$ cat config.mk
export PLATFORM = sky130hd
export DESIGN_NAME = serial_code_lock
export DESIGN_NICKNAME = d
export VERILOG_FILES = /design/src/rtl/code_lock_pkg.sv /design/src/rtl/code_word_match.sv /design/src/rtl/lock_fsm.sv /design/src/rtl/lock_decode.sv /design/src/rtl/serial_code_lock.sv
export SDC_FILE = /design/constraint.sdc
export NUM_CORES = 1
export LEC_CHECK = 0
export ABC_AREA = 1
export BUFFER_PORTS_ARGS = -buffer_cell sky130_fd_sc_hd__buf_2
export CORE_AREA = 3 3 40 42
export DETAILED_ROUTE_END_ITERATION = 10
export DIE_AREA = 0 0 43 45
export GPL_TIMING_DRIVEN = 0
export PLACE_DENSITY = 0.43
export SLEW_MARGIN = 20
export SYNTH_ARGS = -nofsm -noshare
export SYNTH_HDL_FRONTEND = slang
export SYNTH_SLANG_ARGS = --single-unit
$ cat constraint.sdc
create_clock -name clk -period 1.15 [get_ports clk]
set_input_delay 0.115 -clock clk [delete_from_list [all_inputs] [get_ports clk]]
set_output_delay 0.115 -clock clk [all_outputs]
set_load 0.05 [all_outputs]
$ cat src/rtl/code_lock_pkg.sv
package code_lock_pkg;

  localparam int STATE_W = 3;

  typedef enum logic [STATE_W-1:0] {
    LK_IDLE    = 3'b000,
    LK_GOOD1   = 3'b001,
    LK_GRANTED = 3'b011,
    LK_WRONG1  = 3'b100,
    LK_DENIED  = 3'b101
  } lock_state_t;

  // Next-state rule; unused codes fall back to idle.
  function automatic lock_state_t lock_next(input lock_state_t cur,
                                            input logic strobe,
                                            input logic hit_first,
                                            input logic hit_second);
    lock_state_t nxt;
    nxt = cur;
    case (cur)
      LK_IDLE:    if (strobe) nxt = hit_first ? LK_GOOD1 : LK_WRONG1;
      LK_GOOD1:   if (strobe) nxt = hit_second ? LK_GRANTED : LK_DENIED;
      LK_WRONG1:  if (strobe) nxt = LK_DENIED;
      LK_GRANTED: nxt = LK_GRANTED;
      LK_DENIED:  nxt = LK_DENIED;
      default:    nxt = LK_IDLE;
    endcase
    return nxt;
  endfunction

  function automatic logic lock_is_open(input lock_state_t cur);
    return cur == LK_GRANTED;
  endfunction

  function automatic logic lock_is_error(input lock_state_t cur);
    return cur == LK_DENIED;
  endfunction

endpackage

$ cat src/rtl/code_word_match.sv
module code_word_match #(
  parameter int WORD_W = 2,
  parameter logic [WORD_W-1:0] CODE_FIRST  = 2'b01,
  parameter logic [WORD_W-1:0] CODE_SECOND = 2'b11
) (
  input  logic [WORD_W-1:0] sw_i,
  output logic              hit_first_o,
  output logic              hit_second_o
);
  assign hit_first_o  = (sw_i == CODE_FIRST);
  assign hit_second_o = (sw_i == CODE_SECOND);
endmodule

$ cat src/rtl/lock_fsm.sv
module lock_fsm
  import code_lock_pkg::*;
(
  input  logic        clk,
  input  logic        rst,
  input  logic        strobe_i,
  input  logic        hit_first_i,
  input  logic        hit_second_i,
  output lock_state_t state_o
);
  lock_state_t state_q;
  lock_state_t state_d;

  always_comb state_d = lock_next(state_q, strobe_i, hit_first_i, hit_second_i);

  always_ff @(posedge clk) begin
    if (rst) state_q <= LK_IDLE;
    else     state_q <= state_d;
  end

  assign state_o = state_q;
endmodule

$ cat src/rtl/lock_decode.sv
module lock_decode
  import code_lock_pkg::*;
(
  input  lock_state_t state_i,
  output logic        open_o,
  output logic        error_o
);
  assign open_o  = lock_is_open(state_i);
  assign error_o = lock_is_error(state_i);
endmodule

$ cat src/rtl/serial_code_lock.sv
module serial_code_lock
  import code_lock_pkg::*;
#(
  parameter int WORD_W = 2,
  parameter logic [WORD_W-1:0] CODE_FIRST  = 2'b01,
  parameter logic [WORD_W-1:0] CODE_SECOND = 2'b11
) (
  input  logic              clk,
  input  logic              rst,
  input  logic              key_enter,
  input  logic [WORD_W-1:0] key_sw,
  output logic              door_open,
  output logic              code_error
);
  logic        hit_first;
  logic        hit_second;
  lock_state_t lock_state;

  code_word_match #(
    .WORD_W(WORD_W),
    .CODE_FIRST(CODE_FIRST),
    .CODE_SECOND(CODE_SECOND)
  ) u_match (
    .sw_i(key_sw),
    .hit_first_o(hit_first),
    .hit_second_o(hit_second)
  );

  lock_fsm u_fsm (
    .clk(clk),
    .rst(rst),
    .strobe_i(key_enter),
    .hit_first_i(hit_first),
    .hit_second_i(hit_second),
    .state_o(lock_state)
  );

  lock_decode u_dec (
    .state_i(lock_state),
    .open_o(door_open),
    .error_o(code_error)
  );
endmodule

### Word-level counts from Yosys, hierarchy flattened

Cells that the tools add are included.

| word-level totals | value |
|---|---|
| input port bits | 5 |
| register bits | 3 |
| output and inout bits | 2 |

| operators by class | value |
|---|---|
| muxes and demuxes | 6 |
| reduce and logical (&&, ||, !) cells | 2 |
| eq/ne operators | 9 |

Operators with widths:

| kind | count |
|---|---|
| 2-to-1 mux 3 bit | 5 |
| case mux 3 bit (5 select lines) | 1 |
| == test 3 bit (second input constant) | 2 |
| inequality test 2 bit (second input constant) | 3 |
| == test 3 x 1 -> 1 bit (second input constant) | 1 |
| == test 3 x 2 -> 1 bit (second input constant) | 1 |
| zero test 3 bit | 1 |
| AND reduction 3 bit | 1 |
| == test 2 x 1 -> 1 bit (second input constant) | 1 |
| == test 2 bit (second input constant) | 1 |

### Logic depth before layout (Yosys ltp)

| logic depth | value |
|---|---|
| depth after elaboration | 4 |
| mapped depth | 6 |
| gate-level depth less buffers | 6 |

### Cells and area by module

Synthesis repeated with hierarchy kept, for this count alone.

| unflattened totals | value |
|---|---|
| cell total of the unflattened synthesis | 37 |
| area total of the unflattened synthesis | 211.5 µm² |

Modules (own cells, without submodules):

| module | cells an instance | area an instance (µm²) | times used | seq. area each (µm²) |
|---|---|---|---|---|
| lock_fsm | 29 | 178.9 | 1 | 60.1 |
| code_word_match | 4 | 17.5 | 1 | 0.0 |
| lock_decode | 4 | 15.0 | 1 | 0.0 |

### Worst setup path after synthesis

No wires, ideal clock.

| path | value |
|---|---|
| path type | reg-to-output |
| start | register u_fsm.state_q[2], in the netlist u_fsm.state_o[2] |
| end | output code_error |
| arrival time | 1.096 ns |
| setup slack | -0.061 ns |
| stages on the path, launching flop included | 3 |
| required time | 1.035 ns |
| cell sequence | dfxtp_1 nand2_1 nor2_1 |

| on the way | value |
|---|---|
| longest elaborated chain between the ends | 1 |

RTL lines:

| item | line | RTL |
|---|---|---|
| start, declared | lock_fsm.sv:11 | `lock_state_t state_q;` |
| start signal, assigned | lock_fsm.sv:18 | `else state_q <= state_d;` |
| == test 3 bit | code_lock_pkg.sv:36 | `return cur == LK_DENIED;` |
| end, declared | serial_code_lock.sv:13 | `output logic code_error` |

Every way passes these cells.

### Worst setup path in the final report

| path | value |
|---|---|
| start | register u_fsm.state_q[1], in the netlist u_fsm.state_o[1] |
| end | output door_open |

| on the way | value |
|---|---|
| longest elaborated chain between the ends | 1 |

RTL lines:

| item | line | RTL |
|---|---|---|
| == test 3 x 2 -> 1 bit | code_lock_pkg.sv:32 | `return cur == LK_GRANTED;` |
| end, declared | serial_code_lock.sv:12 | `output logic door_open,` |

Every way passes these cells.

==> summary.md <==
| Metric | Value |
|---|---|
| Worst IR Drop VDD | `0.5181 mV` |
| Average size of a mapped cell | `6.047 sq um` |
| R2R cell count | `5` |
| Maxcap violations | `0` |
| Synth Register Bits | `3` |
| # port buffers | `6` |
| Worst-Margin Slew | `0.1548 ns` |
| Initial Utilization | `0.1412` |
| Hold Path Depth | `2` |
| Power, Total | `about 0.37 mW` |
| Clk root buf | `clkbuf_4` |
| Global-route wire length before repair | `between 700 and 800 microns` |
| Yosys top cell area share | `0.3310` |
| Largest net degree at the start of global routing | `5` |
| Largest family of logic cells by synthesized area | `simple AND/OR/NAND/NOR gates` |
| Layout cells sized above 1 | `0.4250` |
| DR vias/cell | `3.545` |
| Final instance area | `around 270 sq um` |
| Syn Nets | `35` |
| DRT antenna net count | `0` |
| Fin worst setup slack | `around 0.062 ns` |
| Synth area leader | `dfxtp_1` |
| Vias in the first global route | `194` |
| Register area share after synthesis | `0.3310` |
| Clock Skews | `around 0.0030 ns` |
| DP HPWL | `332.3 microns` |
| Worst Hold Class | `input pin to flop` |
| FF-to-FF setup slack | `0.21 ns` |
| Hold_buf cts | `0` |
| # diodes | `0` |
| Die width | `43 microns` |
| CTS tree | `built` |
| TritonCTS Buffers | `3` |
| Pre-CTS WS | `0.2085 ns` |
| Compound-Gate Fraction of Synth Area | `0.08276` |
| Core Area | `between 0.001 and 0.0015 sq mm` |
| Iter 0 DRT Violations | `5` |
| Max reg flops | `3` |
| Crit path time final | `1.088 ns` |
| Critical path origin | `u_fsm.state_o[1]` |
| Fillers | `143` |
| Aggregate negative setup slack | `0 ns` |
| Yosys cell types | `12` |
| Crit share post-route | `0.9457` |
| GR Util All Layers | `0.05329` |
| Final WL | `slightly above 400 microns` |
| Mapped Area | `181.4 sq um` |
| Startpoint Class | `flop` |
| Synthesis-to-finish area growth | `51.03%` |
| Final #Nets | `46` |
| Critical path destination | `door_open` |
| Most common cell after layout, fill and taps aside | `nand2_1` |
| Reg2reg start | `u_fsm.state_o[1]` |
| Slew Viols, Final | `0` |
| Critical path data required time | `1.03 ns` |
| Post-DP Area | `232.7 sq um` |
| Critical path class | `flop to output port` |
| Status | `finished clean` |
| H-tree depth | `1` |
| Simple-gate share of the synthesized area | `0.4759` |
| Die area | `0.001935 sq mm` |
| Pleak | `around 0.14 nW` |
| Synth Instances | `30` |
| Clock sink total | `3` |
| Most frequent cells in the layout | `nand2_1, nor2_1, buf_2, clkbuf_4` |
| IO Pins | `7` |
| Die Ht | `~45 microns` |
| Final setup viols | `0` |
| R2r endpoint | `u_fsm.state_o[2]` |
| Global route total overflow | `0` |
| Row count | `13` |
| Crit path max fanout | `4` |
| WL/cell | `7.545 microns` |
| Worst setup EP type | `output port` |
| Power density over the cells | `1351 mW/mm^2` |
| Drt first pass iters | `2` |
| Max_slew headroom | `0.8967` |
| Mux share of post-synthesis cell area | `0` |
| Max Buffers Root-to-Sink | `2` |
| Synth Area in Adders | `0` |
| Unrepaired setup endpoints after global routing | `no` |
| Max Fclk | `919.4 MHz` |
| Synthesis warning total | `0` |
| Drt drc | `0` |
| Initial antenna violation count | `0` |
| Top post-synthesis cells by area | `dfxtp_1, nand2_1, nor2_1` |
| Final Util | `0.2132` |
| GPL Wtd Cong | `0.7338` |
| Synth Area in XOR/XNOR | `0` |
| Via count | `195` |
| Final Hold Fails | `0` |
| Clk pin slew, worst setup/hold paths | `~0.040 ns` |
| Clk_lat worst skew | `around 0.23 ns` |
| Worst EP arrival | `0.97 ns` |
stage by stage:
step | hold WS, ns | instances
2_1_floorplan | 0.1841 | 30
3_3_place_gp | 0.3330 | 51
3_5_place_dp | 0.3355 | 51
4_1_cts | 0.08374 | 55
5_1_grt | 0.1052 | 55
6_report | 0.08718 | 55
how the worst min path moves through the flow:
stage               slack [ns]               end  start
CTS                       0.08  u_fsm.state_o[2]    rst
global route              0.11  u_fsm.state_o[2]    rst
floorplan                 0.18  u_fsm.state_o[2]    rst
finish                    0.09  u_fsm.state_o[2]    rst
detailed placement        0.34  u_fsm.state_o[1]    rst
global placement          0.33  u_fsm.state_o[1]    rst
repair_timing:
item,CTS,global route
gates cloned,0,0
resized for setup,2,4
endpoints found under the setup margin,2,2
pin swaps,0,0
setup buffers,0,0
area by class of cell:
class	instances	area [sq um]	share of cell area
Multi-Input combinational cell	22	103.9	0.3790
Clock buffer	4	26.28	0.09589
Timing Repair Buffer	6	42.54	0.1553
Sequential cell	3	62.56	0.2283
Tap cell	15	18.77	0.06849
Inverter	5	20.02	0.07306
logic make-up after synthesis:
family,Yosys count
simple gates,19
compound gates,3
buf+inv,5
flops,3
power breakdown:
| group | total [mW] | switching, mW | leakage (nW) | internal, mW |
|---|---|---|---|---|
| logic | 0.0610 | 0.0366 | 0.0977 | 0.0244 |
| registers | 0.123 | 0.00830 | 0.0253 | 0.115 |
| clock network | 0.186 | 0.0561 | 0.0150 | 0.130 |
layer usage:
layer / part of all wire / track usage / vias to the layer above
li1: - / - / 111
met1: 0.48 / 0.06506 / 80
met2: 0.47 / 0.06587 / 4
met3: 0.048 / 0.01195 / 0
met4: 0 / 0.07229 / 0
met5: 0 / 0 / -
critical path: stages, from the launching register on:
cell     delay [ns]
dfxtp_1        0.38
inv_2          0.08
nor2_2         0.12
buf_6          0.16
synth_stat cells:
cell and n:
clkinv_2 1, inv_1 2, dfxtp_1 3, nor3_2 1, o21ai_0 1, nand3_2 1, o21ai_1 1, a21oi_1 1
inv_2 2, nor2_1 5, nand2_1 10, nand3_1 2
Power figures use the tool's default switching activity.
